===== config.mk =====
export PLATFORM = sky130hd
export DESIGN_NAME = cgfft_core
export DESIGN_NICKNAME = d
export VERILOG_FILES = /design/src/rtl/cgfft_pkg.sv /design/src/rtl/cgfft_twiddle.sv /design/src/rtl/cgfft_bfly.sv /design/src/rtl/cgfft_seq.sv /design/src/rtl/cgfft_core.sv
export SDC_FILE = /design/constraint.sdc
export NUM_CORES = 2
export LEC_CHECK = 0
export BUFFER_PORTS_ARGS = -buffer_cell sky130_fd_sc_hd__buf_2
export CAP_MARGIN = 10
export CORE_MARGIN = 4
export CORE_UTILIZATION = 40
export CTS_CLUSTER_DIAMETER = 120
export DETAILED_ROUTE_END_ITERATION = 6
export SETUP_SLACK_MARGIN = 0.05
export SYNTH_ARGS = -nofsm -noshare
export SYNTH_HDL_FRONTEND = slang
export SYNTH_SLANG_ARGS = --single-unit
export TNS_END_PERCENT = 50

===== constraint.sdc =====
create_clock -name clk -period 27.4 [get_ports clk]
set_input_delay 0 -clock clk [delete_from_list [all_inputs] [get_ports clk]]
set_output_delay 0 -clock clk [all_outputs]
set_load 0.01 [all_outputs]

===== src/rtl/cgfft_pkg.sv =====
package cgfft_pkg;

    // Twiddle coefficient width: signed Q1.15
    localparam int TW = 16;

    typedef enum logic [1:0] {
        ST_LOAD  = 2'd0,
        ST_RUN   = 2'd1,
        ST_DRAIN = 2'd2
    } seq_state_t;

    // cos(2*pi*k/16) in Q1.15, k = 0..7
    function automatic logic signed [TW-1:0] cos16(input int k);
        case (k)
            0: return 16'sd32767;
            1: return 16'sd30274;
            2: return 16'sd23170;
            3: return 16'sd12540;
            4: return 16'sd0;
            5: return -16'sd12540;
            6: return -16'sd23170;
            7: return -16'sd30274;
            default: return 16'sd0;
        endcase
    endfunction

    // sin(2*pi*k/16) in Q1.15, k = 0..7
    function automatic logic signed [TW-1:0] sin16(input int k);
        case (k)
            0: return 16'sd0;
            1: return 16'sd12540;
            2: return 16'sd23170;
            3: return 16'sd30274;
            4: return 16'sd32767;
            5: return 16'sd30274;
            6: return 16'sd23170;
            7: return 16'sd12540;
            default: return 16'sd0;
        endcase
    endfunction

endpackage


===== src/rtl/cgfft_twiddle.sv =====
module cgfft_twiddle
    import cgfft_pkg::*;
#(
    parameter int N_PTS = 8,
    parameter int KW    = 2
) (
    input  logic [KW-1:0]        k_i,
    output logic signed [TW-1:0] cos_o,
    output logic signed [TW-1:0] sin_o,
    output logic                 unity_o
);

    // Exponent of W_N expressed as an exponent of W_16
    localparam int STRIDE = 16 / N_PTS;

    int k16;

    always_comb begin
        k16     = int'(k_i) * STRIDE;
        cos_o   = cos16(k16);
        sin_o   = sin16(k16);
        unity_o = (k_i == '0);
    end

endmodule


===== src/rtl/cgfft_bfly.sv =====
module cgfft_bfly
    import cgfft_pkg::*;
#(
    parameter int W = 16
) (
    input  logic signed [W-1:0]  a_re,
    input  logic signed [W-1:0]  a_im,
    input  logic signed [W-1:0]  b_re,
    input  logic signed [W-1:0]  b_im,
    input  logic signed [TW-1:0] cos_i,
    input  logic signed [TW-1:0] sin_i,
    input  logic                 unity_i,
    output logic signed [W-1:0]  u_re,
    output logic signed [W-1:0]  u_im,
    output logic signed [W-1:0]  v_re,
    output logic signed [W-1:0]  v_im
);

    localparam int EW = W + 1;
    localparam int PW = W + TW + 2;
    localparam logic signed [PW-1:0] RND = {{(PW-TW){1'b0}}, 1'b1, {(TW-1){1'b0}}};

    logic signed [EW-1:0] s_re, s_im, d_re, d_im;
    logic signed [PW-1:0] p_re, p_im;

    always_comb begin
        s_re = EW'(a_re) + EW'(b_re);
        s_im = EW'(a_im) + EW'(b_im);
        d_re = EW'(a_re) - EW'(b_re);
        d_im = EW'(a_im) - EW'(b_im);
        // (d_re + j d_im) * (cos - j sin), rounded, then halved
        p_re = PW'(d_re) * PW'(cos_i) + PW'(d_im) * PW'(sin_i) + RND;
        p_im = PW'(d_im) * PW'(cos_i) - PW'(d_re) * PW'(sin_i) + RND;
        u_re = s_re[W:1];
        u_im = s_im[W:1];
        if (unity_i) begin
            v_re = d_re[W:1];
            v_im = d_im[W:1];
        end else begin
            v_re = p_re[TW+W-1:TW];
            v_im = p_im[TW+W-1:TW];
        end
    end

endmodule


===== src/rtl/cgfft_seq.sv =====
module cgfft_seq
    import cgfft_pkg::*;
#(
    parameter int N_PTS = 8,
    parameter int PAR   = 2,
    localparam int LOG2N  = $clog2(N_PTS),
    localparam int CHUNKS = N_PTS / (2 * PAR),
    localparam int AW     = LOG2N,
    localparam int SW     = (LOG2N > 1) ? $clog2(LOG2N) : 1,
    localparam int CW     = (CHUNKS > 1) ? $clog2(CHUNKS) : 1
) (
    input  logic          clk,
    input  logic          rst_n,
    input  logic          in_valid,
    input  logic          out_ready,
    output logic          in_ready,
    output logic          out_valid,
    output logic          ld_fire,
    output logic          run_en,
    output logic [AW-1:0] ld_idx,
    output logic [AW-1:0] rd_idx,
    output logic [SW-1:0] stage,
    output logic [CW-1:0] chunk
);

    localparam logic [AW-1:0] LAST_A = AW'(N_PTS - 1);
    localparam logic [SW-1:0] LAST_S = SW'(LOG2N - 1);
    localparam logic [CW-1:0] LAST_C = CW'(CHUNKS - 1);

    seq_state_t state_q, state_d;
    logic       out_fire, last_ld, last_run, last_rd;

    always_comb begin
        ld_fire  = in_valid && (state_q == ST_LOAD);
        run_en   = (state_q == ST_RUN);
        out_fire = out_ready && (state_q == ST_DRAIN);
        last_ld  = (ld_idx == LAST_A);
        last_run = (stage == LAST_S) && (chunk == LAST_C);
        last_rd  = (rd_idx == LAST_A);
    end

    // Next-state logic: T_FULL, T_DONE, T_EMPTY
    always_comb begin
        state_d = state_q;
        unique case (state_q)
            ST_LOAD:  if (ld_fire && last_ld)   state_d = ST_RUN;
            ST_RUN:   if (last_run)             state_d = ST_DRAIN;
            ST_DRAIN: if (out_fire && last_rd)  state_d = ST_LOAD;
            default:                            state_d = ST_LOAD;
        endcase
    end

    // State register
    always_ff @(posedge clk) begin
        if (!rst_n) state_q <= ST_LOAD;
        else        state_q <= state_d;
    end

    // Handshake outputs
    always_comb begin
        in_ready  = (state_q == ST_LOAD);
        out_valid = (state_q == ST_DRAIN);
    end

    // Load, stage/chunk and drain counters
    always_ff @(posedge clk) begin
        if (!rst_n) begin
            ld_idx <= '0;
            rd_idx <= '0;
            stage  <= '0;
            chunk  <= '0;
        end else begin
            if (ld_fire)  ld_idx <= ld_idx + AW'(1);
            if (out_fire) rd_idx <= rd_idx + AW'(1);
            if (run_en) begin
                if (chunk == LAST_C) begin
                    chunk <= '0;
                    stage <= (stage == LAST_S) ? '0 : stage + SW'(1);
                end else begin
                    chunk <= chunk + CW'(1);
                end
            end
        end
    end

endmodule


===== src/rtl/cgfft_core.sv =====
module cgfft_core
    import cgfft_pkg::*;
#(
    parameter int N_PTS = 8,
    parameter int PAR   = 2,
    parameter int W     = 16
) (
    input  logic                clk,
    input  logic                rst_n,
    input  logic                in_valid,
    output logic                in_ready,
    input  logic signed [W-1:0] in_re,
    input  logic signed [W-1:0] in_im,
    output logic                out_valid,
    input  logic                out_ready,
    output logic signed [W-1:0] out_re,
    output logic signed [W-1:0] out_im
);

    localparam int LOG2N    = $clog2(N_PTS);
    localparam int CHUNKS   = N_PTS / (2 * PAR);
    localparam int AW       = LOG2N;
    localparam int JW       = AW - 1;
    localparam int SW       = (LOG2N > 1) ? $clog2(LOG2N) : 1;
    localparam int CW       = (CHUNKS > 1) ? $clog2(CHUNKS) : 1;
    localparam int OUT_BANK = LOG2N % 2;

    logic          ld_fire, run_en;
    logic [AW-1:0] ld_idx, rd_idx;
    logic [SW-1:0] stage;
    logic [CW-1:0] chunk;

    cgfft_seq #(.N_PTS(N_PTS), .PAR(PAR)) u_seq (
        .clk       (clk),
        .rst_n     (rst_n),
        .in_valid  (in_valid),
        .out_ready (out_ready),
        .in_ready  (in_ready),
        .out_valid (out_valid),
        .ld_fire   (ld_fire),
        .run_en    (run_en),
        .ld_idx    (ld_idx),
        .rd_idx    (rd_idx),
        .stage     (stage),
        .chunk     (chunk)
    );

    // Capture bank (b0) and feedback bank (b1); they alternate per stage
    logic signed [W-1:0] b0_re [N_PTS];
    logic signed [W-1:0] b0_im [N_PTS];
    logic signed [W-1:0] b1_re [N_PTS];
    logic signed [W-1:0] b1_im [N_PTS];

    logic [PAR*W-1:0] u_re_f, u_im_f, v_re_f, v_im_f;

    for (genvar g = 0; g < PAR; g++) begin : g_col
        logic [JW-1:0]        j, k;
        logic signed [W-1:0]  a_re, a_im, b_re, b_im;
        logic signed [TW-1:0] tw_c, tw_s;
        logic                 tw_one;

        always_comb begin
            j = JW'(int'(chunk) * PAR + g);
            k = JW'((int'(j) >> stage) << stage);
            // Source select: capture bank on even stages, feedback bank on odd
            if (stage[0]) begin
                a_re = b1_re[{1'b0, j}];
                a_im = b1_im[{1'b0, j}];
                b_re = b1_re[{1'b1, j}];
                b_im = b1_im[{1'b1, j}];
            end else begin
                a_re = b0_re[{1'b0, j}];
                a_im = b0_im[{1'b0, j}];
                b_re = b0_re[{1'b1, j}];
                b_im = b0_im[{1'b1, j}];
            end
        end

        cgfft_twiddle #(.N_PTS(N_PTS), .KW(JW)) u_tw (
            .k_i     (k),
            .cos_o   (tw_c),
            .sin_o   (tw_s),
            .unity_o (tw_one)
        );

        cgfft_bfly #(.W(W)) u_bf (
            .a_re    (a_re),
            .a_im    (a_im),
            .b_re    (b_re),
            .b_im    (b_im),
            .cos_i   (tw_c),
            .sin_i   (tw_s),
            .unity_i (tw_one),
            .u_re    (u_re_f[g*W +: W]),
            .u_im    (u_im_f[g*W +: W]),
            .v_re    (v_re_f[g*W +: W]),
            .v_im    (v_im_f[g*W +: W])
        );
    end

    function automatic logic [AW-1:0] dst_idx(input logic [CW-1:0] ch, input int g, input logic odd);
        logic [JW-1:0] jj;
        jj = JW'(int'(ch) * PAR + g);
        return {jj, odd};
    endfunction

    always_ff @(posedge clk) begin
        if (ld_fire) begin
            b0_re[ld_idx] <= in_re;
            b0_im[ld_idx] <= in_im;
        end
        if (run_en) begin
            for (int g = 0; g < PAR; g++) begin
                if (stage[0]) begin
                    b0_re[dst_idx(chunk, g, 1'b0)] <= u_re_f[g*W +: W];
                    b0_im[dst_idx(chunk, g, 1'b0)] <= u_im_f[g*W +: W];
                    b0_re[dst_idx(chunk, g, 1'b1)] <= v_re_f[g*W +: W];
                    b0_im[dst_idx(chunk, g, 1'b1)] <= v_im_f[g*W +: W];
                end else begin
                    b1_re[dst_idx(chunk, g, 1'b0)] <= u_re_f[g*W +: W];
                    b1_im[dst_idx(chunk, g, 1'b0)] <= u_im_f[g*W +: W];
                    b1_re[dst_idx(chunk, g, 1'b1)] <= v_re_f[g*W +: W];
                    b1_im[dst_idx(chunk, g, 1'b1)] <= v_im_f[g*W +: W];
                end
            end
        end
    end

    // Stored order after the last stage is already bit-reversed
    if (OUT_BANK == 1) begin : g_out1
        assign out_re = b1_re[rd_idx];
        assign out_im = b1_im[rd_idx];
    end else begin : g_out0
        assign out_re = b0_re[rd_idx];
        assign out_im = b0_im[rd_idx];
    end

endmodule


Word-level counts from Yosys, hierarchy flattened
Memory sizes are Yosys's and may differ from the RTL's. A register that Yosys moved wholly into a read port is not among the register bits.
Index checks and enable logic that the tools add are counted.
W data, S select, Z words.
{ "op_classes": {"add_sub_neg": 21, "multipliers": 8, "n_div": 0, "order_cmp": 0, "n_eq_ne": 8, "shift": 4, "n_mux": 52, "bitwise": 0, "reduce_logical": 12} }
{ "op_table": {"columns": ["op", "count"], "rows": [
  ["$mul A17 B16 Y32", 8],
  ["$mux W16", 14],
  ["$add A32 B17 Y32 const B", 4],
  ["$add A16 B16 Y17", 4],
  ["$sub A16 B16 Y17", 4],
  ["$mux W3", 22],
  ["$add A32 B32 Y32", 2],
  ["$shl A32 B2 Y2", 2],
  ["$shr A2 B2 Y32", 2],
  ["$sub A32 B32 Y32", 2],
  ["$reduce_or A16 Y1", 2],
  ["$mux W1", 11],
  ["$mux W2", 4],
  ["$add A3 B1 Y3 const B", 2],
  ["$eq A3 B3 Y1 const B", 2],
  ["$logic_not A2 Y1", 3],
  ["$ne A2 B1 Y1 const B", 3],
  ["$pmux W2 S3", 1],
  ["$logic_and A1 B1 Y1", 5],
  ["$add A2 B1 Y2 const B", 2],
  ["$eq A2 B2 Y1 const B", 2],
  ["$reduce_and A3 Y1", 1],
  ["$eq A2 B1 Y1 const B", 1],
  ["$reduce_and A2 Y1", 1],
  ["$add A1 B1 Y1 const B", 1]
]} }
{ "word_totals": {"reg_bits": 11, "latchBits": 0, "ramBits": 512, "romBits": 496, "in_bits": 36, "memories": 8} }
{ "mem_list": {"columns": ["name", "depth", "width", "read_ports", "rd_clocked_by_memory_dff", "write_ports", "line", "source"], "rows": [
  ["(name not given)", 8, 16, 1, 0, 0, "cgfft_pkg.sv:14", "case (k)"],
  ["(name not given)", 8, 16, 1, 0, 0, "cgfft_pkg.sv:14", null],
  ["b0_im", 8, 16, 4, 2, 4, "cgfft_core.sv:50", "logic signed [W-1:0] b0_im [N_PTS];"],
  ["b0_re", 8, 16, 4, 2, 4, "cgfft_core.sv:49", "logic signed [W-1:0] b0_re [N_PTS];"],
  ["b1_im", 8, 16, 5, 3, 4, "cgfft_core.sv:52", "logic signed [W-1:0] b1_im [N_PTS];"],
  ["b1_re", 8, 16, 5, 3, 4, "cgfft_core.sv:51", "logic signed [W-1:0] b1_re [N_PTS];"],
  ["2 more memories", null, null, null, null, null, null, null]
]} }

Depth between registers and ports, before layout
An unclocked memory read counts as a cell.
{ "logic_depth": {"word_depth": 8, "mapped_depth": 43, "ltp_nobuf": 41} }

Hierarchy
From an unflattened synthesis, not the netlist that was laid out.
{ "unflattened": {"hier_cells": 10893, "hier_area_um2": 112156.3} }
{ "by_module_without_submodules": {"columns": ["module", "instances", "cells_each", "area_each_um2", "seq_area_each_um2"], "rows": [
  ["cgfft_bfly at g_col[1].u_bf", 1, 4863, 43792.0, 0.0],
  ["cgfft_bfly at g_col[0].u_bf", 1, 4809, 43501.7, 0.0],
  ["cgfft_core", 1, 1092, 23789.1, 15374.7],
  ["cgfft_twiddle", 2, 37, 280.3, 0.0],
  ["cgfft_seq", 1, 55, 513.0, 220.2]
]} }

Worst setup path before layout
No wires, ideal clock.
{ "synth_path": {"path_type": "register to register", "from": "register u_seq.chunk", "to": "memory b1_re[3][15], data pin", "setup_time_ns": 0.276, "arrival_time_ns": 11.996, "required_time_ns": 27.124, "path_slack_ns": 15.128, "path_stages_with_launch": 40, "path_buffers": 3, "period_less_slack_ns": 12.272, "path_cell_list": "dfxtp_1 -> clkbuf_1 -> buf_1 -> buf_2 -> mux4_2 -> ha_1 -> inv_1 -> fa_1 -> a21o_1 -> nand2_1 -> a21oi_2 -> o41ai_4 -> a21oi_2 -> a221oi_4 -> o21ai_1 -> nand2b_1 -> inv_1 -> fa_1 -> [... 4 more ...] -> fa_1 -> fa_1 -> fa_1 -> fa_1 -> inv_1 -> fa_1 -> inv_1 -> ha_1 -> a21o_1 -> a21o_1 -> a21o_1 -> a211oi_1 -> o21ai_0 -> mux2_2 -> a311oi_2 -> xnor2_2 -> mux2i_1 -> a221oi_2"} }
{ "synth_lines": {"columns": ["item", "line", "source"], "rows": [
  ["start, declared", "cgfft_seq.sv:23", "output logic [CW-1:0] chunk"],
  ["start signal, assigned", "cgfft_seq.sv:80", "chunk <= chunk + CW'(1);"],
  ["end, declared", "cgfft_core.sv:51", null]
]} }

==> flow_summary.yaml <==
outcome:
  status: "finished clean"
placement:
  dp_cells: 12178
  io_buffers: 69
  dp_hpwl_um: 244700
  place_congestion: 0.9428
clock_network:
  cts_resized: 0
  hold_buffers: 34
  cts_tree: "built"
  cts_made_buffers: 45
  post-cts-setup-buffers: 0
  htreeDepth: 2
  clkTransAtPathRegs_ps: 80
  clock_latency_ps: 620
  cts_sinks: 527
  root_buffer: "clkbuf_16"
  clockBufferDepth: 3
floorplan:
  io-pin-count: 70
  core_area_sq_mm: 0.2414
  dieArea_sq_mm: 0.2515
  rows: 180
  die_y_um: 501.5
  dieWidth_um: 501.5
  initial_core_util: 0.4035
synthesis:
  ys_types: 108
  synth_area_leaders: "fa_1, edfxtp_1, ha_1"
  yosys_warnings: 0
  synth_cells: 9045
  avgSynthCellArea_sq_um: 10.77
  async_flop_share: 0
  synth_edf_count: 512
  ys.flop_type: "edfxtp_1"
  netlist_area_sq_mm: 0.09741
  yosysSeqAreaShare: 0.1609
  synth_top_area_share: 0.4153
  synth_top_area_cell: "fa_1"
  ys_ff_latch: 527
drt:
  drtIter0Drc: 5339
  dr.pass1.iters: 6
  wl_um: 289700
  vias: 63534
  vias_per_cell: 5.165
  dr_wl_met3_um: 21590
  drc_errors: 0
  wl_per_cell_um: 23.55
  ant_nets: 0
  wl_met2_um: 140000
  wl_met1_um: 116600
  top_layer: "met5"
timing:
  slew_headroom: 0.05191
  worst_pin_slew_ps: 1422
  hold_viol_final: 0
  finalSetupTns_ps: 0
  setup_viol: 0
  grt_setup_unrepaired: "no"
  min_period_ps: 13040
  slew_violations: 0
  fmax_mhz: 76.70
  fin_crit_sh: 0.4758
  clock_skew_ps: 35.66
setup_path:
  cp_slowest_cell: "dfxtp_4"
  critPathBufInv: 9
  required_ps: 27720
  crit_path_start_kind: "flip-flop"
  endpoint_kind: "flip-flop"
  worst-path-max-fanout: 28
  crit_path_frequent_cell: "fa_1"
  critPathKind: "reg2reg"
  max_stage_delay_ps: 700
  cp_top_family: "adder cells"
  crit_arrival_ps: 13360
grt:
  grt_pass1_wl_um: 443800
  grt_usage: 0.2358
  first_global_vias: 70392
  overflow: 0
  grt_max_degree: 75
  grt_antenna_before_repair: 12
final_layout:
  fin_cells: 12301
  drive_gt1_frac: 0.06762
  final_nets: 11990
  area_delta_synth_final_pct: 6.444
run:
  cap_viol_max_count: 0
min_path:
  hold_path_class: "in2reg"
[cell families (layout without fill, tap and decap cells)]
group | after synthesis | count (layout) | share of synthesized area
buf+inv | 3043 | 3106 | 0.1178
xor+xnor | 361 | 361 | 0.03386
compound gates | 859 | 859 | 0.05617
simple gates | 1125 | 1125 | 0.05494
mux | 241 | 241 | 0.04990
flops | 527 | 527 | 0.1609
fa+ha+maj | 2887 | 2887 | 0.5264
other cells | 2 | 10 | 0.00007710
[cell usage after synthesis, types with 89 or more instances]
master       n
xnor2_1    290
edfxtp_1   512
mux4_2     192
ha_1       859
nand2_1    289
fa_1      2021
a21oi_1    405
nand2b_1   129
o21ai_0     89
clkbuf_1   160
nor2_1     363
inv_1     2797
[layout by cell type, fill, tap and decap left out, types with 37 or more instances in the layout]
master / netlist / final
a21o_1: 80 / 80
xor2_1: 57 / 55
and2_1: 68 / 68
nor3_1: 59 / 59
a21oi_1: 405 / 405
clkbuf_16: 0 / 46
inv_1: 2797 / 2795
nand2b_1: 129 / 127
buf_4: 1 / 111
mux4_2: 192 / 192
or2_2: 37 / 37
fa_1: 2021 / 2021
ha_1: 859 / 855
nand2_1: 289 / 289
nor2b_1: 48 / 48
buf_2: 35 / 69
xnor2_1: 290 / 281
nor2_1: 363 / 361
edfxtp_1: 512 / 512
nand3_1: 39 / 38
o21ai_0: 89 / 83
[worst min-delay path, cell delays in order]
cell and delay [ps]:
buf_2 200, nor2_1 170, a21oi_1 140
[state kept, by name, summed over array words and instances, names as in the netlist, named ones only]
signal / count
u_seq.chunk: 1
b0_im: 128
u_seq.rd_idx: 3
b1_re: 128
u_seq.stage: 2
b0_re: 128
b1_im: 128
u_seq.ld_idx: 3
u_seq.state_q: 2
[per-layer routing]
metal | global-route usage | vias up
li1 | - | 27590
met1 | 0.3160 | 33154
met2 | 0.3941 | 2387
met3 | 0.03374 | 399
met4 | 0.07926 | 4
met5 | 0 | -
[stage by stage]
stage | utilization | worst slack [ps] | hold WS [ps] | instance area, sq um
after detailed placement | 0.4221 | 14430 | 339.5 | 101900
after CTS | 0.4294 | 14420 | 15.06 | 103700
after floorplan | - | 15130 | 153.8 | 97420
after global routing | 0.4294 | 13630 | 22.32 | 103700
after global placement | 0.4221 | 14600 | 311.0 | 101900
final | 0.4295 | 14360 | 11.02 | 103700
[path summary, 6_finish.rpt]
kind,from,endpoint,slack (ps),depth (start not counted)
max,u_seq.chunk,b0_im[7][12],14360,39
min,in_re[15],b0_re[4][15],10,3
max reg2reg,u_seq.chunk,b0_im[7][12],14360,39
min reg2reg,u_seq.rd_idx[1],flip-flop,500,2
[area by class of cell]
cell class | count | area (sq um)
fillers | 22912 | 137700
multi-input cells | 5477 | 70500
flip-flops and latches | 527 | 15700
inverters | 2809 | 10540
well taps | 3185 | 3985
repair buffers | 214 | 1519
clock buffers | 60 | 1214
clock inverters | 23 | 222.7
diodes | 6 | 15.01
Power is left out: the tool's default activity adds up to more than one toggle a clock period on the data nets, which glitch-free logic cannot reach.
